File: config.mk
export PLATFORM = sky130hd
export DESIGN_NAME = busmaster_dma
export DESIGN_NICKNAME = d
export VERILOG_FILES = /design/src/rtl/bmd_pkg.sv /design/src/rtl/bmd_regs.sv /design/src/rtl/bmd_desc_decode.sv /design/src/rtl/bmd_walker.sv /design/src/rtl/busmaster_dma.sv
export SDC_FILE = /design/constraint.sdc
export NUM_CORES = 1
export LEC_CHECK = 0
export ABC_AREA = 1
export BUFFER_PORTS_ARGS = -buffer_cell sky130_fd_sc_hd__buf_4
export CAP_MARGIN = 20
export CORE_UTILIZATION = 50
export DETAILED_ROUTE_END_ITERATION = 8
export PLACE_DENSITY = 0.75
export SLEW_MARGIN = 25
export SYNTH_ARGS = -nofsm -noshare
export SYNTH_HDL_FRONTEND = slang
export SYNTH_SLANG_ARGS = --single-unit
File: constraint.sdc
create_clock -name clk -period 4.5 [get_ports clk]
set_input_delay 0.45 -clock clk [delete_from_list [all_inputs] [get_ports clk]]
set_output_delay 0.45 -clock clk [all_outputs]
set_load 0.02 [all_outputs]
File: src/rtl/bmd_pkg.sv
package bmd_pkg;
  // register byte offsets, decoded by the register port
  localparam logic [2:0] OFS_CMD  = 3'd0;
  localparam logic [2:0] OFS_STAT = 3'd2;
  localparam logic [2:0] OFS_PTR  = 3'd4;

  localparam int CMD_START_BIT = 0;
  localparam int CMD_DIR_BIT   = 3;
  localparam int ST_ACT_BIT    = 0;
  localparam int ST_ERR_BIT    = 1;
  localparam int ST_IRQ_BIT    = 2;

  localparam int DESC_BYTES = 8;

  typedef enum logic [2:0] {
    W_IDLE,
    W_FETCH_ADDR,
    W_FETCH_SIZE,
    W_DECIDE,
    W_WRITE,
    W_READ,
    W_PUSH
  } walk_state_e;
endpackage

File: src/rtl/bmd_regs.sv
module bmd_regs
  import bmd_pkg::*;
#(
  parameter int ADDR_W = 32
) (
  input  logic              clk,
  input  logic              rst_n,
  input  logic              reg_we,
  input  logic [2:0]        reg_addr,
  input  logic [31:0]       reg_wdata,
  output logic [31:0]       reg_rdata,
  input  logic              run_done,
  output logic              cmd_dir,
  output logic              st_active,
  output logic              st_irq,
  output logic [ADDR_W-1:0] tbl_ptr
);
  logic       cmd_start_q;
  logic       st_err_q;
  logic [1:0] st_spare_q;
  logic       wr_cmd, wr_stat, wr_ptr;

  assign wr_cmd  = reg_we && (reg_addr == OFS_CMD);
  assign wr_stat = reg_we && (reg_addr == OFS_STAT);
  assign wr_ptr  = reg_we && (reg_addr == OFS_PTR);

  always_ff @(posedge clk) begin
    if (!rst_n) begin
      cmd_start_q <= 1'b0;
      cmd_dir     <= 1'b0;
      st_active   <= 1'b0;
      st_err_q    <= 1'b0;
      st_irq      <= 1'b0;
      st_spare_q  <= 2'b00;
      tbl_ptr     <= '0;
    end else begin
      // software intent on the start bit outranks run completion
      if (wr_cmd) begin
        cmd_start_q <= reg_wdata[CMD_START_BIT];
        cmd_dir     <= reg_wdata[CMD_DIR_BIT];
        st_active   <= reg_wdata[CMD_START_BIT];
      end else if (run_done) begin
        st_active <= 1'b0;
      end
      // completion outranks a clearing write so no interrupt is lost
      if (run_done) begin
        st_irq <= 1'b1;
      end else if (wr_stat && reg_wdata[ST_IRQ_BIT]) begin
        st_irq <= 1'b0;
      end
      if (wr_stat) begin
        st_err_q   <= st_err_q & ~reg_wdata[ST_ERR_BIT];
        st_spare_q <= reg_wdata[6:5];
      end
      if (wr_ptr) begin
        tbl_ptr <= {reg_wdata[ADDR_W-1:2], 2'b00};
      end
    end
  end

  always_comb begin
    reg_rdata = '0;
    case (reg_addr)
      OFS_CMD: begin
        reg_rdata[CMD_START_BIT] = cmd_start_q;
        reg_rdata[CMD_DIR_BIT]   = cmd_dir;
      end
      OFS_STAT: begin
        reg_rdata[ST_ACT_BIT] = st_active;
        reg_rdata[ST_ERR_BIT] = st_err_q;
        reg_rdata[ST_IRQ_BIT] = st_irq;
        reg_rdata[6:5]        = st_spare_q;
      end
      OFS_PTR:  reg_rdata = 32'(tbl_ptr);
      default:  reg_rdata = '0;
    endcase
  end
endmodule

File: src/rtl/bmd_desc_decode.sv
module bmd_desc_decode #(
  parameter int LEN_W = 16
) (
  input  logic [31:0]  size_word,
  output logic [LEN_W:0] byte_len,
  output logic         last
);
  logic [LEN_W-2:0] half_cnt;

  assign half_cnt = size_word[LEN_W-1:1];
  // a zero count stands for the full 2**LEN_W bytes
  assign byte_len = (half_cnt == '0) ? {1'b1, {LEN_W{1'b0}}}
                                     : {1'b0, half_cnt, 1'b0};
  assign last     = size_word[31];
endmodule

File: src/rtl/bmd_walker.sv
module bmd_walker
  import bmd_pkg::*;
#(
  parameter int ADDR_W   = 32,
  parameter int LEN_W    = 16,
  parameter int MAX_DESC = 512
) (
  input  logic              clk,
  input  logic              rst_n,
  input  logic              active,
  input  logic              dir,
  input  logic [ADDR_W-1:0] tbl_ptr,
  input  logic              dev_pending,
  input  logic              dev_done,
  output logic              mem_valid,
  input  logic              mem_ready,
  output logic              mem_we,
  output logic [ADDR_W-1:0] mem_addr,
  output logic [31:0]       mem_wdata,
  output logic [3:0]        mem_be,
  input  logic [31:0]       mem_rdata,
  input  logic              din_valid,
  output logic              din_ready,
  input  logic [31:0]       din_data,
  output logic              dout_valid,
  input  logic              dout_ready,
  output logic [31:0]       dout_data,
  output logic [3:0]        dout_keep,
  output logic              run_done
);
  localparam int CNT_W = (MAX_DESC > 1) ? $clog2(MAX_DESC) : 1;
  localparam logic [CNT_W-1:0] CNT_LAST = CNT_W'(MAX_DESC - 1);

  walk_state_e       state_q, state_d;
  logic [ADDR_W-1:0] desc_ptr_q, buf_q;
  logic [LEN_W:0]    rem_q;
  logic              last_q, dir_q;
  logic [CNT_W-1:0]  cnt_q;
  logic [31:0]       hold_q;

  logic [LEN_W:0]    dec_len;
  logic              dec_last;
  logic              half_beat;
  logic [3:0]        lanes;
  logic [ADDR_W-1:0] step_a;
  logic [LEN_W:0]    step_l;
  logic              next_desc, take_din, start_walk;

  bmd_desc_decode #(.LEN_W(LEN_W)) u_decode (
    .size_word (mem_rdata),
    .byte_len  (dec_len),
    .last      (dec_last)
  );

  assign half_beat = (rem_q[LEN_W:2] == '0);
  assign lanes     = half_beat ? 4'b0011 : 4'b1111;
  assign step_a    = half_beat ? ADDR_W'(2) : ADDR_W'(4);
  assign step_l    = half_beat ? (LEN_W+1)'(2) : (LEN_W+1)'(4);

  always_comb begin
    state_d    = state_q;
    mem_valid  = 1'b0;
    mem_we     = 1'b0;
    mem_addr   = buf_q;
    mem_wdata  = hold_q;
    mem_be     = 4'b0000;
    din_ready  = 1'b0;
    dout_valid = 1'b0;
    dout_data  = hold_q;
    dout_keep  = 4'b0000;
    run_done   = 1'b0;
    next_desc  = 1'b0;
    take_din   = 1'b0;
    start_walk = 1'b0;
    case (state_q)
      W_IDLE: begin
        if (active && dev_pending) begin
          start_walk = 1'b1;
          state_d    = W_FETCH_ADDR;
        end
      end
      W_FETCH_ADDR: begin
        mem_valid = 1'b1;
        mem_addr  = desc_ptr_q;
        if (mem_ready) state_d = W_FETCH_SIZE;
      end
      W_FETCH_SIZE: begin
        mem_valid = 1'b1;
        mem_addr  = desc_ptr_q + ADDR_W'(4);
        if (mem_ready) state_d = W_DECIDE;
      end
      W_DECIDE: begin
        // beat boundary: stop, device completion and descriptor end
        if (!active) begin
          state_d = W_IDLE;
        end else if (dev_done) begin
          run_done = 1'b1;
          state_d  = W_IDLE;
        end else if (rem_q == '0) begin
          if (last_q || (cnt_q == CNT_LAST)) begin
            run_done = 1'b1;
            state_d  = W_IDLE;
          end else begin
            next_desc = 1'b1;
            state_d   = W_FETCH_ADDR;
          end
        end else if (dir_q) begin
          din_ready = 1'b1;
          if (din_valid) begin
            take_din = 1'b1;
            state_d  = W_WRITE;
          end
        end else begin
          state_d = W_READ;
        end
      end
      W_WRITE: begin
        mem_valid = 1'b1;
        mem_we    = 1'b1;
        mem_be    = lanes;
        if (mem_ready) state_d = W_DECIDE;
      end
      W_READ: begin
        mem_valid = 1'b1;
        if (mem_ready) state_d = W_PUSH;
      end
      W_PUSH: begin
        dout_valid = 1'b1;
        dout_keep  = lanes;
        if (dout_ready) state_d = W_DECIDE;
      end
      default: state_d = W_IDLE;
    endcase
  end

  always_ff @(posedge clk) begin
    if (!rst_n) begin
      state_q    <= W_IDLE;
      desc_ptr_q <= '0;
      buf_q      <= '0;
      rem_q      <= '0;
      last_q     <= 1'b0;
      dir_q      <= 1'b0;
      cnt_q      <= '0;
      hold_q     <= '0;
    end else begin
      state_q <= state_d;
      if (start_walk) begin
        desc_ptr_q <= tbl_ptr;
        cnt_q      <= '0;
        dir_q      <= dir;
      end
      if (state_q == W_FETCH_ADDR && mem_ready) begin
        buf_q <= mem_rdata[ADDR_W-1:0];
      end
      if (state_q == W_FETCH_SIZE && mem_ready) begin
        rem_q  <= dec_len;
        last_q <= dec_last;
      end
      if (next_desc) begin
        desc_ptr_q <= desc_ptr_q + ADDR_W'(DESC_BYTES);
        cnt_q      <= cnt_q + CNT_W'(1);
      end
      if (take_din) begin
        hold_q <= din_data;
      end
      if (state_q == W_READ && mem_ready) begin
        hold_q <= mem_rdata;
      end
      if ((state_q == W_WRITE && mem_ready) ||
          (state_q == W_PUSH && dout_ready)) begin
        buf_q <= buf_q + step_a;
        rem_q <= rem_q - step_l;
      end
    end
  end
endmodule

File: src/rtl/busmaster_dma.sv
module busmaster_dma #(
  parameter int ADDR_W   = 32,
  parameter int LEN_W    = 16,
  parameter int MAX_DESC = 512
) (
  input  logic              clk,
  input  logic              rst_n,
  input  logic              reg_we,
  input  logic [2:0]        reg_addr,
  input  logic [31:0]       reg_wdata,
  output logic [31:0]       reg_rdata,
  output logic              irq,
  input  logic              dev_pending,
  input  logic              dev_done,
  output logic              mem_valid,
  input  logic              mem_ready,
  output logic              mem_we,
  output logic [ADDR_W-1:0] mem_addr,
  output logic [31:0]       mem_wdata,
  output logic [3:0]        mem_be,
  input  logic [31:0]       mem_rdata,
  input  logic              din_valid,
  output logic              din_ready,
  input  logic [31:0]       din_data,
  output logic              dout_valid,
  input  logic              dout_ready,
  output logic [31:0]       dout_data,
  output logic [3:0]        dout_keep
);
  logic              cmd_dir, st_active, st_irq, run_done;
  logic [ADDR_W-1:0] tbl_ptr;

  bmd_regs #(.ADDR_W(ADDR_W)) u_regs (
    .clk       (clk),
    .rst_n     (rst_n),
    .reg_we    (reg_we),
    .reg_addr  (reg_addr),
    .reg_wdata (reg_wdata),
    .reg_rdata (reg_rdata),
    .run_done  (run_done),
    .cmd_dir   (cmd_dir),
    .st_active (st_active),
    .st_irq    (st_irq),
    .tbl_ptr   (tbl_ptr)
  );

  bmd_walker #(.ADDR_W(ADDR_W), .LEN_W(LEN_W), .MAX_DESC(MAX_DESC)) u_walker (
    .clk         (clk),
    .rst_n       (rst_n),
    .active      (st_active),
    .dir         (cmd_dir),
    .tbl_ptr     (tbl_ptr),
    .dev_pending (dev_pending),
    .dev_done    (dev_done),
    .mem_valid   (mem_valid),
    .mem_ready   (mem_ready),
    .mem_we      (mem_we),
    .mem_addr    (mem_addr),
    .mem_wdata   (mem_wdata),
    .mem_be      (mem_be),
    .mem_rdata   (mem_rdata),
    .din_valid   (din_valid),
    .din_ready   (din_ready),
    .din_data    (din_data),
    .dout_valid  (dout_valid),
    .dout_ready  (dout_ready),
    .dout_data   (dout_data),
    .dout_keep   (dout_keep),
    .run_done    (run_done)
  );

  assign irq = st_irq;
endmodule

==> out/qor.yml <==
synth.cells.most_frequent: "nand2_1, nor2_1, inv_1"
status: "finished, final reports clean"
whs_path_depth: 4
cts.hold.buffers_added: 0
register_to_register_path_setup_slack_ns: 1.49
vdd_ir_drop_max_v: 0.0003242
crit_required_ns: 4.05
finalWeightedCongestion: 0.9602
dieArea_sq_mm: 0.02205
global_route.overflow_total: 0
worst_setup_path_end_kind: "output port"
core.rowCount: 53
depth_of_the_most_critical_reg_to_reg_path: 15
worstPathMaxFanout: 25
crit_arrival_ns: 3.17
crit_path_top_delay_cell: "nand2_2"
final_layout_size_suffix_gt1_frac: 0.1861
cts_tree: "yes"
post_layout_nets: 2001
numPortBuffers: 247
setup-tns-final_ns: 0
placed_cells: 2140
synth.lib_cells_used.distinct: 45
relSlewSlack: 0.3687
grt_pass1_vias: 10910
fmax_mhz: 276.4
clk_pin_slew_ns: 0.07
max_cap_viol_count: 0
cp_slowest_stage_delay_ns: 0.59
drt_drc_violations_left: 0
grt_use_total: 0.3155
routedWlPerCell_microns: 16.17
cts.repair.resized: 0
post_synth_instance_area_sq_mm: 0.01073
final_min_period_over_clock_period: 0.8039
post_synthesis_register_bit_count: 161
worstReg2RegEnd: "u_walker.buf_q[13]$_SDFFE_PN0P_"
dr.pass1.iters: 6
wirelength_microns: 35110
area_leader_netlist: "dfxtp_1"
finalWorstPathRequiredPeriod_ns: 3.617
finalHoldViolCount: 0
htree_levels: 4
cts_buffers: 17
dpl_cell_area_sq_mm: 0.01230
initial_standard_cell_utilization_of_the_core: 0.5104
layout.filler_cells: 2072
antenna_found_initial: 0
fin_worst_skew_ns: 0.01133
setup_viol: 0
multiInputGateArea_sq_mm: 0.006073
final_report_max_slew_violation_count: 0
core-area_sq_mm: 0.02102
critical_path.cell_chain: "nand3_2 -> nand2_2 -> inv_1 -> nand2_1 -> o311ai_0 -> buf_4"
critical-path-top-delay-family: "simple AND/OR/NAND/NOR gates"
timing.rr.start: "u_walker.rem_q[12]$_SDFFE_PN0P_"
via_per_inst: 5.476
end_point_of_the_worst_hold_path: "u_regs.st_err_q$_SDFFE_PN0P_"
yosys_warnings: 0
min_from: "reg_wdata[1]"
pwr_density_cell_mw_per_mm2: 355.2
floorplan.die.height_microns: 148.5
hpwlAfterDp_microns: 25860
mappedNetlistNets: 1839
ys_seq_area_frac: 0.3004
worst_slew_pin_slew_ns: 0.9458
drt.antenna.violating_nets: 0
hp-class: "in -> reg"
area_growth_syn_to_layout_pct: 19.99
rsz_0062_raised_after_global_routing: "false"
ioPinCount: 248
cellLeakagePower_nw: 5.544
postCtsSetupBuffers: 0
grt_max_degree: 64
synth_top_cell_area_share: 0.3004
synthArstFlopShare: 0
final_cell_area_sq_mm: 0.01287
synth_area_per_cell_sq_um: 6.231
most_frequently_used_cell_type_in_the_post_synthesis_netlist: "nand2_1"
clock_insertion_delay_worst_skew_ns: 0.44
worst_setup_path_start_kind: "flip-flop"
diode_insertion_count_for_antenna_repair: 0
cts.sinks: 161
dr.first_iter.drc_count: 1164
syn-instance-count: 1722
routed-via-count: 11890
area_contributors_post_synth: "dfxtp_1, nand2_1, nor2_1"
clockBufferDepth: 2
global_route_wire_length_before_repair_microns: 55360
clk_tree_root_cell: "clkbuf_16"
worst-setup-path-type: "reg -> out"
die-width_microns: 148.5
synth_enable_flop_cells: 0
dominantRegCellSynth: "dfxtp_1"
critical_path.n_buffers_inverters: 2
instances_no_fill: 2172
area.sequential_sq_mm: 0.003223
## sequential cells by signal, summed over array words and instances, names as in the netlist
| register | cells |
|---|---|
| u_walker.buf_q | 32 |
| u_walker.dout_data | 32 |
| u_regs.tbl_ptr | 30 |
| u_walker.desc_ptr_q | 30 |
| u_walker.rem_q | 16 |
| u_walker.cnt_q | 9 |
| u_walker.state_q | 3 |
| u_regs.st_spare_q | 2 |
| u_regs.cmd_dir | 1 |
| u_regs.cmd_start_q | 1 |
| u_regs.st_active | 1 |
| u_regs.st_err_q | 1 |
| u_regs.st_irq | 1 |
| u_walker.dir_q | 1 |
| u_walker.last_q | 1 |
## through the flow
stage	utilization	power (mW)	setup slack [ns]	hold slack, ns
global route	0.6124	4.803	0.7146	0.2882
global placement	0.5850	3.090	1.500	0.4390
detailed placement	0.5850	3.114	1.497	0.4461
floorplan	-	2.683	2.073	0.4297
finish	0.6124	4.573	0.8826	0.2710
CTS	0.6123	4.568	1.016	0.2639
## routing by layer
| layer | GRT usage | vias to the layer above | share of wire |
|---|---|---|---|
| met2 | 0.5131 | 463 | 0.47 |
| met1 | 0.4204 | 5489 | 0.43 |
| met3 | 0.05890 | 57 | 0.080 |
| met5 | 0 | - | 0 |
| li1 | - | 5884 | - |
| met4 | 0.09794 | 0 | 0.020 |
## cells by family (layout without fill, tap and decap cells)
group           after synthesis  count (layout)  share of synthesized area
simple gates                882             882                     0.3525
mux                          17              17                    0.01784
compound gates              323             323                     0.1680
flops                       161             161                     0.3004
buf+inv                     312             487                     0.1342
fa+ha+maj                    10              10                    0.01306
xor+xnor                     17              17                    0.01388
## where the power goes
part	internal, mW	switching (mW)
registers	1.50	0.108
logic	0.485	1.02
clock network	0.791	0.667
total	2.78	1.79
## layout by cell type, fill, tap and decap left out, drive strengths merged, types with 2 or more instances in the layout
| cell type | count |
|---|---|
| a21oi | 109 |
| a22oi | 20 |
| a31oi | 6 |
| buf | 253 |
| clkbuf | 20 |
| clkinv | 4 |
| clkinvlp | 4 |
| dfxtp | 161 |
| fa | 2 |
| ha | 8 |
| inv | 205 |
| mux2 | 17 |
| nand2 | 402 |
| nand3 | 169 |
| nand3b | 4 |
| nand4 | 14 |
| nor2 | 284 |
| nor3 | 6 |
| o211ai | 19 |
| o21ai | 143 |
| o21bai | 2 |
| o221ai | 17 |
| o22ai | 5 |
| xnor2 | 4 |
| xor2 | 13 |
## tightest hold or removal path, delay by kind of cell
kind | cells | cell delay (ns)
buffers and inverters | 2 | 0.12
and+or+nand+nor | 2 | 0.11
## area by class of cell
| cell class | instances | share of cell area |
|---|---|---|
| multi-input cells | 1249 | 0.4718 |
| clock buffers | 20 | 0.03470 |
| well taps | 275 | 0.02673 |
| inverters | 202 | 0.05909 |
| repair buffers | 253 | 0.1475 |
| flip-flops and latches | 161 | 0.2504 |
| clock inverters | 12 | 0.009816 |
## worst max-delay path by stage
stage                                                 end                              from  cells after the start  slack [ns]
after floorplan           u_walker.buf_q[13]$_SDFFE_PN0P_    u_walker.rem_q[8]$_SDFFE_PN0P_                     14        2.07
after global placement                        mem_addr[4]  u_walker.state_q[0]$_SDFFE_PN0P_                      6        1.50
after detailed placement                      mem_addr[4]  u_walker.state_q[0]$_SDFFE_PN0P_                      6        1.50
after CTS                                     mem_addr[4]  u_walker.state_q[0]$_SDFFE_PN0P_                      6        1.02
after global routing                          mem_addr[4]  u_walker.state_q[0]$_SDFFE_PN0P_                      6        0.71
final                                         mem_addr[4]  u_walker.state_q[0]$_SDFFE_PN0P_                      6        0.88
Power figures use the tool's default switching activity.
